===== config.mk =====
export PLATFORM = sky130hd
export DESIGN_NAME = evt_glob_regs
export DESIGN_NICKNAME = d
export VERILOG_FILES = /design/src/rtl/evt_pkg.sv /design/src/rtl/evt_access_decode.sv /design/src/rtl/evt_main_counter.sv /design/src/rtl/evt_status_w1c.sv /design/src/rtl/evt_glob_regs.sv
export SDC_FILE = /design/constraint.sdc
export NUM_CORES = 1
export LEC_CHECK = 0
export CORE_ASPECT_RATIO = 0.75
export CORE_MARGIN = 2
export CORE_UTILIZATION = 37
export CTS_CLUSTER_DIAMETER = 30
export CTS_CLUSTER_SIZE = 40
export DETAILED_ROUTE_END_ITERATION = 16
export PLACE_DENSITY = 0.77
export SLEW_MARGIN = 20
export SYNTH_ARGS = -nofsm -noshare
export SYNTH_HDL_FRONTEND = slang
export SYNTH_HIERARCHICAL = 1
export SYNTH_SLANG_ARGS = --single-unit
export TNS_END_PERCENT = 1

===== constraint.sdc =====
create_clock -name clk -period 2.1 [get_ports clk]
set_input_delay 0.21 -clock clk [delete_from_list [all_inputs] [get_ports clk]]
set_output_delay 0.21 -clock clk [all_outputs]
set_load 0.05 [all_outputs]

===== src/rtl/evt_pkg.sv =====
package evt_pkg;

  typedef enum logic [2:0] {
    SEL_NONE,
    SEL_CAPS,
    SEL_CFG,
    SEL_STS,
    SEL_CNT
  } reg_sel_e;

  typedef struct packed {
    logic        rd;
    logic        wr;
    reg_sel_e    sel;
    logic        half;
    logic        hi;
    logic [63:0] mask;
    logic [63:0] data;
  } acc_t;

  function automatic logic size_legal(input logic [3:0] sz);
    return (sz == 4'd4) || (sz == 4'd8);
  endfunction

  function automatic logic offset_aligned(input logic [2:0] lo, input logic [3:0] sz);
    if (sz == 4'd8) return lo == 3'b000;
    return lo[1:0] == 2'b00;
  endfunction

  function automatic logic [63:0] lane_mask(input logic half, input logic hi);
    if (!half) return '1;
    return hi ? {32'hFFFF_FFFF, 32'h0} : {32'h0, 32'hFFFF_FFFF};
  endfunction

  function automatic logic [63:0] merge64(input logic [63:0] old_v,
                                          input logic [63:0] new_v,
                                          input logic [63:0] m);
    return (old_v & ~m) | (new_v & m);
  endfunction

  function automatic logic [31:0] tick_fs(input int unsigned log2_rate);
    logic [63:0] q;
    q = 64'd1000000000000000 / (64'd1 << log2_rate);
    return q[31:0];
  endfunction

  function automatic logic [63:0] cap_word(input int unsigned nch,
                                           input logic [15:0] vid,
                                           input int unsigned log2_rate);
    logic [4:0] n1;
    n1 = 5'(nch - 1);
    return {tick_fs(log2_rate), vid, 3'b000, n1, 8'd1};
  endfunction

endpackage


===== src/rtl/evt_access_decode.sv =====
module evt_access_decode
  import evt_pkg::*;
#(
  parameter int ADDR_W = 8
) (
  input  logic              req_valid,
  input  logic              req_write,
  input  logic [ADDR_W-1:0] req_addr,
  input  logic [3:0]        req_size,
  input  logic [63:0]       req_wdata,
  output acc_t              acc,
  output logic              legal
);
  localparam int IDX_W = ADDR_W - 3;

  logic [IDX_W-1:0] idx;
  logic             half;
  logic             hi;

  assign idx   = req_addr[ADDR_W-1:3];
  assign legal = size_legal(req_size) && offset_aligned(req_addr[2:0], req_size);
  assign half  = (req_size == 4'd4);
  assign hi    = half && req_addr[2];

  always_comb begin
    acc      = '0;
    acc.rd   = req_valid && !req_write && legal;
    acc.wr   = req_valid &&  req_write && legal;
    acc.half = half;
    acc.hi   = hi;
    acc.mask = lane_mask(half, hi);
    acc.data = hi ? {req_wdata[31:0], 32'h0} : req_wdata;
    case (idx)
      IDX_W'(0): acc.sel = SEL_CAPS;
      IDX_W'(1): acc.sel = SEL_CFG;
      IDX_W'(2): acc.sel = SEL_STS;
      IDX_W'(3): acc.sel = SEL_CNT;
      default:   acc.sel = SEL_NONE;
    endcase
  end

endmodule


===== src/rtl/evt_main_counter.sv =====
module evt_main_counter #(
  parameter int CNT_W = 32
) (
  input  logic             clk,
  input  logic             rst_n,
  input  logic             run,
  input  logic             tick_en,
  input  logic             ld_en,
  input  logic [CNT_W-1:0] ld_mask,
  input  logic [CNT_W-1:0] ld_data,
  output logic [CNT_W-1:0] cnt_q
);
  logic             step;
  logic [CNT_W-1:0] load_val;

  assign step     = run && tick_en;
  assign load_val = (cnt_q & ~ld_mask) | (ld_data & ld_mask);

  always_ff @(posedge clk or negedge rst_n) begin
    if (!rst_n)     cnt_q <= '0;
    else if (ld_en) cnt_q <= load_val;
    else if (step)  cnt_q <= cnt_q + 1'b1;
  end

  assert_count_step_R5: assert property (@(posedge clk) disable iff (!rst_n)
    (run && tick_en && !ld_en) |=> (cnt_q == CNT_W'($past(cnt_q) + 1'b1)));

  assert_count_hold_R5: assert property (@(posedge clk) disable iff (!rst_n)
    (!run && !ld_en) |=> $stable(cnt_q));

  assert_upper_write_noop_R7: assert property (@(posedge clk) disable iff (!rst_n)
    (ld_en && ld_mask == '0) |=> $stable(cnt_q));

endmodule


===== src/rtl/evt_status_w1c.sv =====
module evt_status_w1c #(
  parameter int NUM_CH = 8
) (
  input  logic              clk,
  input  logic              rst_n,
  input  logic [NUM_CH-1:0] set_i,
  input  logic              clr_en,
  input  logic [NUM_CH-1:0] clr_bits,
  output logic [NUM_CH-1:0] sts_q
);
  logic [NUM_CH-1:0] clr_eff;

  assign clr_eff = clr_en ? (clr_bits & sts_q) : '0;

  always_ff @(posedge clk or negedge rst_n) begin
    if (!rst_n) sts_q <= '0;
    else        sts_q <= (sts_q & ~clr_eff) | set_i;
  end

  assert_no_spurious_set_R9: assert property (@(posedge clk) disable iff (!rst_n)
    1'b1 |=> ((sts_q & ~$past(sts_q) & ~$past(set_i)) == '0));

  assert_set_wins_R9: assert property (@(posedge clk) disable iff (!rst_n)
    1'b1 |=> (($past(set_i) & ~sts_q) == '0));

  assert_only_written_clear_R9: assert property (@(posedge clk) disable iff (!rst_n)
    !clr_en |=> (($past(sts_q) & ~sts_q) == '0));

endmodule


===== src/rtl/evt_glob_regs.sv =====
module evt_glob_regs
  import evt_pkg::*;
#(
  parameter int          ADDR_W    = 8,
  parameter int          CNT_W     = 32,
  parameter int          NUM_CH    = 8,
  parameter int          TICK_LOG2 = 24,
  parameter logic [15:0] VENDOR_ID = 16'hA5C3
) (
  input  logic              clk,
  input  logic              rst_n,
  input  logic              tick_en,
  input  logic              req_valid,
  input  logic              req_write,
  input  logic [ADDR_W-1:0] req_addr,
  input  logic [3:0]        req_size,
  input  logic [63:0]       req_wdata,
  input  logic [NUM_CH-1:0] sts_set,
  output logic              rsp_valid,
  output logic [63:0]       rsp_rdata,
  output logic [CNT_W-1:0]  cnt_value,
  output logic              cnt_enabled,
  output logic              rearm,
  output logic [NUM_CH-1:0] sts_o
);
  localparam logic [63:0] CAPS = cap_word(NUM_CH, VENDOR_ID, TICK_LOG2);

  acc_t        acc;
  logic        legal;
  logic        en_q;
  logic        cfg_wr;
  logic        cnt_wr;
  logic        sts_wr;
  logic        en_next;
  logic        rearm_q;
  logic [63:0] cfg_view;
  logic [63:0] merged_cfg;
  logic [63:0] full_val;
  logic [63:0] rd_val;

  evt_access_decode #(.ADDR_W(ADDR_W)) u_dec (
    .req_valid (req_valid),
    .req_write (req_write),
    .req_addr  (req_addr),
    .req_size  (req_size),
    .req_wdata (req_wdata),
    .acc       (acc),
    .legal     (legal)
  );

  assign cfg_wr = acc.wr && (acc.sel == SEL_CFG);
  assign cnt_wr = acc.wr && (acc.sel == SEL_CNT);
  assign sts_wr = acc.wr && (acc.sel == SEL_STS);

  assign cfg_view   = {63'b0, en_q};
  assign merged_cfg = merge64(cfg_view, acc.data, acc.mask);
  assign en_next    = merged_cfg[0];

  always_ff @(posedge clk or negedge rst_n) begin
    if (!rst_n)      en_q <= 1'b0;
    else if (cfg_wr) en_q <= en_next;
  end

  always_ff @(posedge clk or negedge rst_n) begin
    if (!rst_n) rearm_q <= 1'b0;
    else        rearm_q <= (cnt_wr && en_q) || (cfg_wr && !en_q && en_next);
  end

  evt_main_counter #(.CNT_W(CNT_W)) u_cnt (
    .clk     (clk),
    .rst_n   (rst_n),
    .run     (en_q),
    .tick_en (tick_en),
    .ld_en   (cnt_wr),
    .ld_mask (acc.mask[CNT_W-1:0]),
    .ld_data (acc.data[CNT_W-1:0]),
    .cnt_q   (cnt_value)
  );

  evt_status_w1c #(.NUM_CH(NUM_CH)) u_sts (
    .clk      (clk),
    .rst_n    (rst_n),
    .set_i    (sts_set),
    .clr_en   (sts_wr),
    .clr_bits (acc.data[NUM_CH-1:0] & acc.mask[NUM_CH-1:0]),
    .sts_q    (sts_o)
  );

  always_comb begin
    case (acc.sel)
      SEL_CAPS: full_val = CAPS;
      SEL_CFG:  full_val = cfg_view;
      SEL_STS:  full_val = 64'(sts_o);
      SEL_CNT:  full_val = 64'(cnt_value);
      default:  full_val = '0;
    endcase
    if (!acc.half)   rd_val = full_val;
    else if (acc.hi) rd_val = {32'h0, full_val[63:32]};
    else             rd_val = {32'h0, full_val[31:0]};
  end

  always_ff @(posedge clk or negedge rst_n) begin
    if (!rst_n) begin
      rsp_valid <= 1'b0;
      rsp_rdata <= '0;
    end else begin
      rsp_valid <= req_valid;
      rsp_rdata <= acc.rd ? rd_val : '0;
    end
  end

  assign cnt_enabled = en_q;
  assign rearm       = rearm_q;

  assert_rsp_follows_req_R11: assert property (@(posedge clk) disable iff (!rst_n)
    1'b1 |=> (rsp_valid == $past(req_valid)));

  assert_legacy_zero_R6: assert property (@(posedge clk) disable iff (!rst_n)
    (acc.rd && acc.sel == SEL_CFG) |=> (rsp_rdata[63:1] == '0));

  assert_illegal_write_dropped_R1: assert property (@(posedge clk) disable iff (!rst_n)
    (req_valid && req_write && !legal) |=> ($stable(en_q) && !rearm_q));

  assert_illegal_read_zero_R2: assert property (@(posedge clk) disable iff (!rst_n)
    (req_valid && !req_write && !legal) |=> (rsp_rdata == '0));

  assert_rearm_single_R8: assert property (@(posedge clk) disable iff (!rst_n)
    (rearm_q && !$past(req_valid)) |-> 1'b0);

endmodule


==> reports/results.ini <==
[sta]
hold_viol_final = 0
fin_ws_ns = -0.02681
min_period_ns = 2.127
setup-violations-final = 2
max_freq_ghz = 0.4702
final-max-slew-violation-count = 0
slew_headroom = 0.6452
grt_setup_unrepaired = true
fin_skew_ns = 0.008106
worst_slew_pin_slew_ns = 0.5305
fin_crit_sh = 1.013

[worst_setup_path]
slowest_stage = or4_1
worstSetupStartpointType = input pin
r2r_slack_ns = 0.11
cp_slowest_stage_delay_ns = 0.49
crit_family = simple AND/OR/NAND/NOR gates
crit_arrival_ns = 2.35
crit_path_end_kind = flip-flop
cp.depth = 12
worstRegToRegCells = 5
crit_type = in2reg
cp_cell_sequence = dlygate4sd2_1, or4_1, a21oi_2, and3_4, and2_4, nand3b_4, buf_6, nor3_4, buf_4, nand3_1, xor2_1, o22ai_1
cp_num_buf_inv = 3
worst-path-max-fanout = 5
worstPathRequired_ns = 2.32
crit_path_start = req_size[1]

[place]
place_ws_ns = -0.7532
io_buffers = 146
dp_hpwl_um = 10360
gp_congestion = 0.9186

[finish]
utilization = 0.5585
drive_above_1_share = 0.1962
multi_input_area_sq_mm = 0.002404
antenna_cells = 0
fillCellCount = 1111
area_delta_synth_final_pct = 46.71
final-seq-area_sq_mm = 0.001903
nets = 763

[pwr]
ir_worst_vdd_uv = 401.4
leakagePower_nw = 2.873
design_power_total_mw = 3.662
power_per_cell_area_mw_per_mm2 = 531.0

[floorplanning]
coreArea_sq_mm = 0.01235
pin_count = 196
die-area_sq_mm = 0.01363
die_y_um = 101.6
start_util = 0.3806
rows = 35
die_w_um = 134.2

[clock_tree]
worst_skew_pair.late_latency_ns = 0.35
cts.sinks = 76
cts_buffers = 9
cts_root_buf = clkbuf_16
cts_buffer_depth = 2
clkTransAtPathRegs_ns = 0.06
cts_tree = yes
h-tree-depth = 3

[detailed_routing]
wl_um = 14340
dr.pass1.iters = 5
drtIter0Drc = 346
num_vias = 4388
routed_via_density = 5.199
drc = 0
routedWlPerCell_um = 16.99
antenna_left = 0

[flow_run]
drv_cap = 0

[synth]
yosysWarnings = 6
synthesis.area_sq_mm = 0.004701
synth_cells = 516
avgSynthCellArea_sq_um = 9.110

[global_routing]
antenna_found_initial = 0
grt_max_degree = 61
grt_first_pass_wirelength_um = 22510
grt_overflow = 0
grtUsageTotal = 0.2123
grt_pass1_vias = 4312

[run_status]
status = finished, violations left
violations = negative setup slack

[hold_path]
hp-class = in2reg
hp-start = req_valid

[worst min path at each step]
stage / end / cells past startpoint
finish: rsp_valid$_DFF_PN0_ / 1
global route: rsp_valid$_DFF_PN0_ / 1
CTS: rsp_valid$_DFF_PN0_ / 1
detailed placement: rsp_rdata[27]$_DFF_PN0_ / 1
global placement: rsp_rdata[27]$_DFF_PN0_ / 1
floorplan: cnt_enabled$_DFFE_PN0N_ / 0
[metal layers]
layer / global-route usage / vias to the layer above / wire (um)
met5: 0 / - / 0
met4: 0.05182 / 0 / 107
met3: 0.05956 / 11 / 1148
met2: 0.3389 / 189 / 6551
met1: 0.2885 / 2130 / 6532
li1: - / 2058 / -
[where the power goes]
group | total [mW] | switching, mW | leakage [nW] | internal (mW)
Sequential | 1.49 | 0.0144 | 0.999 | 1.48
Clock | 1.72 | 0.669 | 0.156 | 1.05
Combinational | 0.453 | 0.261 | 1.72 | 0.192
Total | 3.66 | 0.945 | 2.87 | 2.72
[layout by cell type (no fill, tap or decap), types with 17 or more instances in the layout]
cell and instances:
buf_4 62, a31oi_1 19, conb_1 17, and2_1 46, nor2_1 33, nand2_1 42, clkdlybuf4s50_1 132, dfrtp_1 75
nand3_1 24, nor2b_1 18
[area by class of cell]
class	count	share of cell area
inverter	4	0.002177
tap	166	0.03012
multi-input combinational	365	0.3485
clock buffer	9	0.03266
timing repair buffer	217	0.2963
clock inverter	7	0.01433
sequential	76	0.2759
[metrics by stage]
| stage | area [sq um] | TNS (ns) | std cells | hold slack, ns |
|---|---|---|---|---|
| finish | 6897 | -0.03892 | 844 | 0.1404 |
| global route | 6897 | -0.7051 | 844 | 0.1397 |
| CTS | 6840 | 0 | 844 | 0.1302 |
| detailed placement | 6436 | -25.12 | 822 | 0.2172 |
| global placement | 6436 | -23.21 | 822 | 0.2073 |
| floorplan | 4836 | -12.96 | 532 | -0.08559 |
[what timing repair did]
action,4_1_cts,5_1_grt
resized for setup,46,11
pin swaps,13,13
hold buffers,1,0
setup endpoints to repair,30,26
hold endpoints to repair,36,0
buffers inserted,5,0
Note: power is estimated with default switching activity, not from simulation.
